`config.mk`:
```
export PLATFORM = sky130hd
export DESIGN_NAME = hb_deadtime_drv
export DESIGN_NICKNAME = d
export VERILOG_FILES = /design/src/rtl/hbdt_pkg.sv /design/src/rtl/hbdt_slope_filt.sv /design/src/rtl/hbdt_period_meas.sv /design/src/rtl/hb_deadtime_drv.sv
export SDC_FILE = /design/constraint.sdc
export NUM_CORES = 1
export LEC_CHECK = 0
export BUFFER_PORTS_ARGS = -buffer_cell sky130_fd_sc_hd__clkbuf_2
export CAP_MARGIN = 20
export CORE_MARGIN = 1.5
export CORE_UTILIZATION = 66
export DETAILED_ROUTE_END_ITERATION = 16
export PLACE_DENSITY = 0.9
export SLEW_MARGIN = 20
export SYNTH_ARGS = -nofsm -noshare
export SYNTH_HDL_FRONTEND = slang
export SYNTH_SLANG_ARGS = --single-unit
```
`constraint.sdc`:
```
create_clock -name clk -period 3 [get_ports clk]
set_clock_uncertainty 0.2 [all_clocks]
set_input_delay 0.6 -clock clk [delete_from_list [all_inputs] [get_ports clk]]
set_output_delay 0.6 -clock clk [all_outputs]
set_load 0.05 [all_outputs]
```
`src/rtl/hbdt_pkg.sv`:
```
package hbdt_pkg;

    typedef enum logic [2:0] {
        ST_IDLE    = 3'd0,
        ST_BOOT    = 3'd1,
        ST_DEAD_LH = 3'd2,
        ST_HI      = 3'd3,
        ST_DEAD_HL = 3'd4,
        ST_LO      = 3'd5
    } hb_state_e;

endpackage

```
`src/rtl/hbdt_slope_filt.sv`:
```
module hbdt_slope_filt #(
    parameter int FILT_CYC = 2
) (
    input  logic clk,
    input  logic rst_n,
    input  logic raw_in,
    output logic clean_out
);
    localparam int CW = (FILT_CYC < 2) ? 1 : $clog2(FILT_CYC + 1);

    logic [1:0]    sync_q;
    logic          filt_q;
    logic [CW-1:0] run_q;

    always_ff @(posedge clk or negedge rst_n) begin
        if (!rst_n) begin
            sync_q <= 2'b00;
            filt_q <= 1'b0;
            run_q  <= '0;
        end else begin
            sync_q <= {sync_q[0], raw_in};
            if (sync_q[1] == filt_q) begin
                run_q <= '0;
            end else if (run_q == CW'(FILT_CYC - 1)) begin
                filt_q <= sync_q[1];
                run_q  <= '0;
            end else begin
                run_q <= run_q + 1'b1;
            end
        end
    end

    assign clean_out = filt_q;


    filt_rise_chk: assert property (@(posedge clk) disable iff (!rst_n)
        $rose(filt_q) |-> $past(sync_q[1]));


    filt_fall_chk: assert property (@(posedge clk) disable iff (!rst_n)
        $fell(filt_q) |-> !$past(sync_q[1]));

endmodule

```
`src/rtl/hbdt_period_meas.sv`:
```
module hbdt_period_meas #(
    parameter int PW       = 12,
    parameter int MIN_DEAD = 3,
    parameter int DEF_MAX  = 8
) (
    input  logic          clk,
    input  logic          rst_n,
    input  logic          phase_tick,
    output logic [PW-1:0] max_dead
);
    logic [PW-1:0] cnt_q;
    logic [PW-1:0] max_q;
    logic          seen_q;
    logic [PW:0]   period_w;
    logic [PW:0]   quarter_w;

    // bridge period = two phase spacings, limit = a quarter of it
    assign period_w  = {cnt_q, 1'b0};
    assign quarter_w = period_w >> 2;

    always_ff @(posedge clk or negedge rst_n) begin
        if (!rst_n) begin
            cnt_q  <= '0;
            max_q  <= PW'(DEF_MAX);
            seen_q <= 1'b0;
        end else if (phase_tick) begin
            cnt_q  <= PW'(1);
            seen_q <= 1'b1;
            if (seen_q) begin
                max_q <= quarter_w[PW-1:0];
            end
        end else if (cnt_q != '1) begin
            cnt_q <= cnt_q + 1'b1;
        end
    end

    assign max_dead = (max_q < PW'(MIN_DEAD)) ? PW'(MIN_DEAD) : max_q;

endmodule

```
`src/rtl/hb_deadtime_drv.sv`:
```
module hb_deadtime_drv
    import hbdt_pkg::*;
#(
    parameter int PW       = 12,
    parameter int MIN_DEAD = 3,
    parameter int DEF_MAX  = 8,
    parameter int FILT_CYC = 2,
    parameter int NOM_HALF = 20,
    parameter int BOOT_CYC = 2 * NOM_HALF
) (
    input  logic clk,
    input  logic rst_n,
    input  logic en,
    input  logic phase_tick,
    input  logic slope_raw,
    output logic gate_hi,
    output logic gate_lo
);
    localparam int BW = $clog2(BOOT_CYC + 1);

    hb_state_e     state_q, state_d;
    logic [PW-1:0] dcnt_q;
    logic [PW-1:0] lat_max_q;
    logic [BW-1:0] bcnt_q;
    logic [PW-1:0] max_dead;
    logic          slope_ok;
    logic          dead_done;
    logic          in_dead_d;
    logic          in_dead_q;

    hbdt_slope_filt #(.FILT_CYC(FILT_CYC)) u_filt (
        .clk       (clk),
        .rst_n     (rst_n),
        .raw_in    (slope_raw),
        .clean_out (slope_ok)
    );

    hbdt_period_meas #(.PW(PW), .MIN_DEAD(MIN_DEAD), .DEF_MAX(DEF_MAX)) u_meas (
        .clk        (clk),
        .rst_n      (rst_n),
        .phase_tick (phase_tick),
        .max_dead   (max_dead)
    );

    assign dead_done = ((dcnt_q >= PW'(MIN_DEAD)) && slope_ok) || (dcnt_q >= lat_max_q);
    assign in_dead_d = (state_d == ST_DEAD_LH) || (state_d == ST_DEAD_HL);
    assign in_dead_q = (state_q == ST_DEAD_LH) || (state_q == ST_DEAD_HL);

    // next-state logic
    always_comb begin
        state_d = state_q;
        if (!en) begin
            state_d = ST_IDLE;
        end else begin
            unique case (state_q)
                ST_IDLE:    state_d = ST_BOOT;
                ST_BOOT:    if (bcnt_q == '0) state_d = ST_DEAD_LH;
                ST_DEAD_LH: if (dead_done) state_d = ST_HI;
                ST_HI:      if (phase_tick) state_d = ST_DEAD_HL;
                ST_DEAD_HL: if (dead_done) state_d = ST_LO;
                ST_LO:      if (phase_tick) state_d = ST_DEAD_LH;
                default:    state_d = ST_IDLE;
            endcase
        end
    end

    // state register
    always_ff @(posedge clk or negedge rst_n) begin
        if (!rst_n) begin
            state_q <= ST_IDLE;
        end else begin
            state_q <= state_d;
        end
    end

    // gap and boot counters
    always_ff @(posedge clk or negedge rst_n) begin
        if (!rst_n) begin
            dcnt_q    <= '0;
            lat_max_q <= PW'(MIN_DEAD);
            bcnt_q    <= '0;
        end else begin
            if (in_dead_d && (state_d != state_q)) begin
                dcnt_q    <= PW'(1);
                lat_max_q <= max_dead;
            end else if (in_dead_q) begin
                dcnt_q <= dcnt_q + 1'b1;
            end
            if ((state_d == ST_BOOT) && (state_q != ST_BOOT)) begin
                bcnt_q <= BW'(BOOT_CYC - 1);
            end else if ((state_q == ST_BOOT) && (bcnt_q != '0)) begin
                bcnt_q <= bcnt_q - 1'b1;
            end
        end
    end

    // outputs
    always_comb begin
        gate_hi = 1'b0;
        gate_lo = 1'b0;
        if (en) begin
            unique case (state_q)
                ST_HI:          gate_hi = 1'b1;
                ST_LO, ST_BOOT: gate_lo = 1'b1;
                default: begin
                    gate_hi = 1'b0;
                    gate_lo = 1'b0;
                end
            endcase
        end
    end

    // checker state: run of cycles with both gates off
    logic [PW-1:0] off_run_q;
    logic          armed_q;

    always_ff @(posedge clk or negedge rst_n) begin
        if (!rst_n) begin
            off_run_q <= '0;
            armed_q   <= 1'b0;
        end else begin
            armed_q <= en && (armed_q || gate_hi || gate_lo);
            if (gate_hi || gate_lo) begin
                off_run_q <= '0;
            end else if (off_run_q != '1) begin
                off_run_q <= off_run_q + 1'b1;
            end
        end
    end


    gap_min_chk: assert property (@(posedge clk) disable iff (!rst_n)
        (armed_q && ($rose(gate_hi) || $rose(gate_lo))) |-> (off_run_q >= PW'(MIN_DEAD)));


    gap_max_chk: assert property (@(posedge clk) disable iff (!rst_n)
        (armed_q && ($rose(gate_hi) || $rose(gate_lo))) |-> (off_run_q <= lat_max_q));


    boot_first_chk: assert property (@(posedge clk) disable iff (!rst_n)
        ($rose(en) ##1 en) |-> (gate_lo && !gate_hi));

endmodule

```
# --- Word-level counts from Yosys, hierarchy flattened ---
# Index checks and enable logic that the tools add are counted.
word_totals:
  ff_bits: 62
  input_bits: 5
  out_inout_bits: 2
  elab_cells: 67
classes:
  n_eq_ne: 13
  add_sub_neg: 4
  magnitude_cmp: 3
  bitwise: 1
  n_mux: 20
  n_reduce_logical: 16
op_table:
  columns: ["op", "n"]
  rows:
  - ["two-way mux 12 bit", 4]
  - ["adder 12 x 1 -> 12 bit (second input constant)", 2]
  - ["two-way mux 3 bit", 6]
  - ["case mux 3 bit (6 select lines)", 1]
  - [">= comparator 12 bit", 1]
  - [">= comparator 12 x 2 -> 1 bit (second input constant)", 1]
  - ["two-way mux 6 bit", 2]
  - ["!= test 12 bit (second input constant)", 1]
  - ["less-than comparator 11 x 2 -> 1 bit (second input constant)", 1]
  - ["two-way mux 11 bit", 1]
  - ["== test 3 x 2 -> 1 bit (second input constant)", 3]
  - ["== test 3 bit (second input constant)", 3]
  - ["== test 3 x 1 -> 1 bit (second input constant)", 2]
  - ["logical NOT 6 bit", 1]
  - ["nonzero test 2 bit", 3]
  - ["nonzero test 6 bit", 1]
  - ["subtractor 6 x 1 -> 6 bit (second input constant)", 1]
  - ["logical AND 1 bit", 4]
  - ["two-way mux 1 bit", 4]
  - ["two-way mux 2 bit", 2]
  - ["AND reduction 2 bit", 2]
  - ["logical NOT 3 bit", 1]
  - ["logical OR 1 bit", 3]
  - ["!= test 3 x 1 -> 1 bit (second input constant)", 1]
  - ["other kinds (6)", 6]

# --- Logic depth before layout (Yosys ltp) ---
# Gate-level depths: netlist of the first run.
depth:
  word_depth: 10
  depth_mapped: 8
  depth_no_buf: 7

# --- By module ---
# From an unflattened synthesis of the first run, not the netlist that was laid out.
hier_totals:
  hier_cells: 312
  area_unflattened_um2: 3298.2
by_module_without_submodules:
  columns: ["module", "area_each_um2", "cells_per_inst", "instances"]
  rows:
  - ["hb_deadtime_drv", 1970.6, 188, 1]
  - ["hbdt_period_meas", 1153.6, 114, 1]
  - ["hbdt_slope_filt", 173.9, 10, 1]

# --- Worst setup path before layout of the first run ---
# No wires, ideal clock.
synth_path:
  path_kind: "input-to-output"
  from: "in en"
  to: "out gate_lo"
  t_arrival_ps: 1313
  stages: 2
  n_path_buf: 0
  slack_ps: 887
  path_cell_list: "nand2_1 -> nor2_1"
synth_between:
  elab_chain_cells: 1
synth_rtl:
  columns: ["item", "line", "rtl"]
  rows:
  - ["start, declared", "hb_deadtime_drv.sv:13", "input logic en,"]
  - ["two-way mux 1 bit", "hb_deadtime_drv.sv:101", "if (en) begin"]
  - ["end, declared", "hb_deadtime_drv.sv:17", "output logic gate_lo"]
# No other way between the ends.

# --- Final worst setup path of the first run ---
layout_path:
  from: "reg state_q[0]"
  to: "out gate_lo"
layout_between:
  elab_chain_cells: 4
  elab_cells_between_ends: 5
  classes_between: "2 x eq/ne; 2 x mux; 1 x reduce/logical"
layout_rtl:
  columns: ["item", "line", "rtl"]
  rows:
  - ["start, declared", "hb_deadtime_drv.sv:21", "hb_state_e state_q, state_d;"]
  - ["start signal, assigned", "hb_deadtime_drv.sv:72", "state_q <= state_d;"]
  - ["== test 3 x 1 -> 1 bit / == test 3 bit (equally long branches)", "hb_deadtime_drv.sv:102", "unique case (state_q)"]
  - ["OR reduction 2 bit (*)", "hb_deadtime_drv.sv:102", null]
  - ["two-way mux 1 bit (*)", "hb_deadtime_drv.sv:102", null]
  - ["two-way mux 1 bit (*)", "hb_deadtime_drv.sv:101", null]
# Mark *: on every way between the ends. The rest lies on a longest branch, timed or not.

==> results of run 1 <==
## logic make-up after synthesis
| logic type | after synthesis | share of synthesized area [%] |
|---|---|---|
| DFF | 61 | 50.4 |
| and+or+nand+nor | 111 | 18.2 |
| AOI/OAI and AO/OA | 45 | 9.88 |
| adders and majority gates | 14 | 5.76 |
| muxes | 15 | 5.43 |
| buffers and inverters | 27 | 3.70 |
| xor gates and xnor gates | 23 | 6.63 |
## state kept, by name, summed over array words and instances (netlist names)
name / count
u_meas.max_q: 11
u_filt.sync_q: 2
lat_max_q: 11
bcnt_q: 6
dcnt_q: 12
u_meas.cnt_q: 12
u_filt.clean_out: 1
u_meas.seen_q: 1
u_filt.run_q: 2
state_q: 3
## layer usage
layer	global-route usage, %	vias up	wire length [um]
met5	0	-	0
met4	15.7	0	187
met3	4.70	21	279
met2	43.8	64	3050
met1	38.4	1114	2750
li1	-	1055	-
## area by class of cell
class / count / area [um2]
Inverter: 17 / 63.8
Tap cell: 52 / 65.1
Sequential cell: 61 / 1530
Multi-Input combinational cell: 208 / 1400
Timing Repair Buffer: 8 / 45.0
Clock buffer: 11 / 131
Fill cell: 270 / 1050
Clock inverter: 5 / 100
## synthesized netlist by cell type (all sizes together), types with 2 or more instances
cell type,instances
a21o,2
a21boi,3
nand2b,2
o21ai,16
nand4,9
ha,14
a2111oi,4
nor2,28
xor2,14
and3,5
and2,4
dfrtp,58
or4,2
nand3,10
nor4,4
nand2,33
mux2i,3
nor2b,4
xnor2,9
a311oi,2
clkbuf,6
and4,2
o211ai,2
a21oi,8
a32oi,2
mux2,12
or3,3
buf,4
inv,17
dfstp,3
## path summary, 6_finish.rpt
| check | from | to | slack [ns] |
|---|---|---|---|
| min in group asynchronous | rst_n | dcnt_q[8] | 0.21 |
| max in group asynchronous | rst_n | lat_max_q[10] | 1.89 |
| hold reg to reg | u_filt.sync_q[0] | u_filt.sync_q[1] | 0.19 |
| setup / recovery | state_q[0] | gate_lo | 0.61 |
| hold / removal | slope_raw | u_filt.sync_q[0] | 0.17 |
| setup reg to reg | bcnt_q[0] | lat_max_q[2] | 0.67 |
## power by group through the flow
| stage | clock network (uW) | registers [uW] | logic, uW |
|---|---|---|---|
| after floorplan | 0 | 930 | 144 |
| after global placement | 0 | 943 | 177 |
| after detailed placement | 0 | 946 | 190 |
| after CTS | 875 | 935 | 194 |
| after global routing | 901 | 944 | 227 |
| final | 872 | 936 | 194 |
## through the flow
stage	hold slack [ns]	cell area [um2]	instances
final	0.174	3330	362
after global routing	0.166	3330	362
after CTS	0.165	3330	362
after detailed placement	0.165	3100	346
after global placement	0.134	3100	346
after floorplan	0.104	3040	296
==> run metrics, run 1 <==
outcome completed; post-route clock period utilization 79.7%; number of global-route vias before repair 2,201; CP peak stage delay 0.65 ns; WHS Path Cells 1; commonest non-fill, non-tap cell in the layout dfrtp_1; vias per cell 6.23; placer congestion estimate 0.781; area grow syn2layout 9.72%; GRT overflow 0; final slew viol count 0; minimum clock period 2.39 ns; class of the worst hold path in -> reg; antenna diode count 0; Initial Util 69.3%; CP required 2.20 ns; Worst setup EP type primary output; switching share of power 24.3%; overall power 2000 uW; clock network power share 43.6%; Detailed Route WL 6260 um; H-tree depth 3; leakage power 0.00152 uW; Area contributors post-synth dfrtp_1, ha_1, mux2_2; RSZ-0062 raised after global routing false; I/O Pins 7; Final Setup Violations 0; die width 70.9 um; dpl ws 0.788 ns; initial antenna violation count 0; Synth warnings 0; # DRC 0; initial DRC count 176; area leader, netlist dfrtp_1; slowest CP cell dfrtp_1; FP Rows 24; Startpoint Class flop; crit-path max FO 12; DR vias 2,254; Gate power share 9.7%; Buf/Inv on CP 1; Stages on worst setup path 3; Mapped Cells 296; Final WS setup 0.609 ns; register area share after synthesis 50.3%; clk sinks 61; Final nets 324; core area 4380 um2; pin slew with the least headroom to its limit 0.785 ns; Reg power frac 46.8%; Max clock buf depth 2; fmax 418 MHz; Final Hold Fails 0; worst setup path class reg -> out; Post-CTS Setup Repair Bufs 0; asr flop ratio synth 100%; WP data arrival 1.59 ns; Synth top area share 47.8%; CTS Buf Count 9; first-pass GRT wire length 10,800 um; DRT Pass-1 Iters 4; P_int 1510 uW; post-DR wirelength/cell 17.3 um; worst path cell trace nand2_1 > nor2_1 > clkbuf_2; CTS Hold Bufs 0; Antenna Nets Post-Route 0; cells on worst reg2reg path 8; Post-synth EDFFs 0; Power Density 600 nW/um2; Clock Pin Slew Worst Setup and Hold Paths 0.07 ns; number of synthesized register bits 61; CTS resizes 0; synthesized area per cell 10.3 um2; family with the most delay on the worst path flip-flops; Max Cap Viol 0; Die Area 5020 um2; clk_lat worst skew 0.34 ns; Netlist Area Pre-Place 3040 um2; Die Height 70.9 um; VDD IR max 0.480 mV; switching power total 487 uW; share of cells above drive strength 1 13.5%; post-route setup TNS 0 ns; Slew headroom 46.3%; Yosys cell types 46; Main synth FF type dfrtp_1; root buf cell clkbuf_8; CTS tree built; Total GRT Usage 28.3%; DP HPWL 3930 um; port bufs 6; most frequent cells in the layout dfrtp_1, nand2_1, nor2_1; final design utilization 76.1%; net count after synthesis 315; largest net degree at the start of global routing 62
(Power assumes the default switching activity.)
==> run 2, diff against run 1 <==
- CORE_UTILIZATION: 66 -> 62
- PLACE_DENSITY: 0.9 -> 0.86
- clock period: 3 -> 2.25 ns (I/O delays scaled with it)
==> run 2 against run 1 <==
Net effect: critical path depth did not move; combinational power rose by 37%; non-clock buffer count rose by 3; sequential share of layout area fell by 0.91 points; worst setup slack got worse by 0.49 ns; largest power group unchanged; count of clock-buffer cells in the layout rose by 2; register-to-register slack got worse by 0.53 ns; global-route usage fell by 4.6 points; via count fell by 3.7%.
==> run metrics, run 2 (synthesized netlist as in run 1, its figures left out) <==
met1 usage 32.0%; fillers 301; antenna diode count 0; port bufs 6; Final nets 327; DP HPWL 3820 um; commonest non-fill, non-tap cell in the layout dfrtp_1; initial DRC count 146; GRT overflow 0; Clock Pin Slew Worst Setup and Hold Paths 0.07 ns; class of the worst hold path in -> reg; share of cells above drive strength 1 15.3%; Detailed Route WL 5490 um; overall power 2520 uW; DP Area 3160 um2; crit-path max FO 9; CTS Buf Count 9; Slew headroom 64.1%; r2r endpoint bcnt_q[5]; dpl ws 0.105 ns; Worst setup EP type primary output; worst setup path class reg -> out; root buf cell clkbuf_8; Total GRT Usage 23.7%; slowest CP cell dfrtp_1; pin slew with the least headroom to its limit 0.535 ns; post-DR wirelength/cell 14.5 um; area grow syn2layout 12.0%; I/O Pins 7; H-tree depth 3; worst path cell trace nor2b_1 > and3_1 > clkbuf_2; WHS Path Cells 1; cells on worst reg2reg path 7; clk sinks 61; Final Hold Fails 0; fmax 469 MHz; global route hottest layer met2; Initial Util 64.3%; # DRC 0; DRT Pass-1 Iters 4; CTS tree built; die width 73.0 um; met3 track utilization from global routing 6.22%; number of global-route vias before repair 2,127; Post-CTS Setup Repair Bufs 0; leakage power 0.00153 uW; most frequent cells in the layout dfrtp_1, nand2_1, nor2_1; clk_lat worst skew 0.33 ns; fin area 3400 um2; core area 4720 um2; Max clock buf depth 2; final slew viol count 0; outcome completed; first-pass GRT wire length 9530 um; minimum clock period 2.13 ns; placer congestion estimate 0.877; Final Non-Filler Cells 380; initial antenna violation count 0; Power Density 740 nW/um2; Cells after DPL 363; Final WS setup 0.119 ns; post-route setup TNS 0 ns; vias per cell 5.71; Max Cap Viol 0; CP required 1.60 ns; RSZ-0062 raised after global routing false; Die Height 73.0 um; FP Rows 25; DR vias 2,171; Reg2Reg Launch Point bcnt_q[0]; hold endpoint u_filt.sync_q[0]; Buf/Inv on CP 1; post-route clock period utilization 94.7%; Startpoint Class flop; CP peak stage delay 0.49 ns; family with the most delay on the worst path flip-flops; Top Registers dcnt_q: 12 flops, u_meas.cnt_q: 12 flops; GR Layer Usage met2 35.2%; WP data arrival 1.48 ns; HP Start slope_raw; Reg2Reg Setup Slack 0.14 ns; Final Setup Violations 0; Antenna Nets Post-Route 0; Die Area 5330 um2; largest net degree at the start of global routing 62; VDD IR max 0.515 mV
==> run 2: final cells by class <==
| type | instances | area (um2) | area share [%] |
|---|---|---|---|
| clock inverters | 3 | 42.5 | 1.25 |
| clock buffers | 13 | 169 | 4.96 |
| well taps | 67 | 83.8 | 2.46 |
| inverters | 17 | 63.8 | 1.87 |
| multi-input cells | 208 | 1420 | 41.7 |
| flip-flops and latches | 61 | 1530 | 45.0 |
| repair buffers | 11 | 95.1 | 2.79 |
==> run 2: worst max-delay path by stage <==
| stage | start | endpoint | slack, ns | depth (start not counted) |
|---|---|---|---|---|
| detailed placement | bcnt_q[0] | bcnt_q[5] | 0.11 | 7 |
| global placement | bcnt_q[0] | bcnt_q[5] | 0.19 | 7 |
| CTS | state_q[1] | gate_hi | 0.07 | 3 |
| global route | bcnt_q[0] | bcnt_q[5] | 0.01 | 7 |
| finish | state_q[2] | gate_hi | 0.12 | 3 |
| floorplan | bcnt_q[0] | bcnt_q[5] | 0.23 | 7 |
==> run 2: repair_timing <==
item                                   CTS  global route
gates resized for setup                  0             4
hold buffers                             1             0
setup endpoints to repair                0             3
endpoints found under the hold margin   58             0
==> run 2: per-layer routing <==
layer	up-vias	share of wire, %
li1	1062	-
met1	1052	47
met2	47	47
met3	10	3.4
met4	0	2.5
met5	-	0
==> run 2: power breakdown <==
part           internal [uW]  switching (uW)
clock network            601             407
registers               1170            73.8
logic                    122             144
==> run 2: through the flow <==
step | util (%) | hold WS (ns)
final | 72.1 | 0.0256
after global routing | 72.1 | 0.0212
after CTS | 71.6 | 0.0133
after detailed placement | 66.9 | 0.141
after global placement | 66.9 | 0.135
after floorplan | - | -0.0456
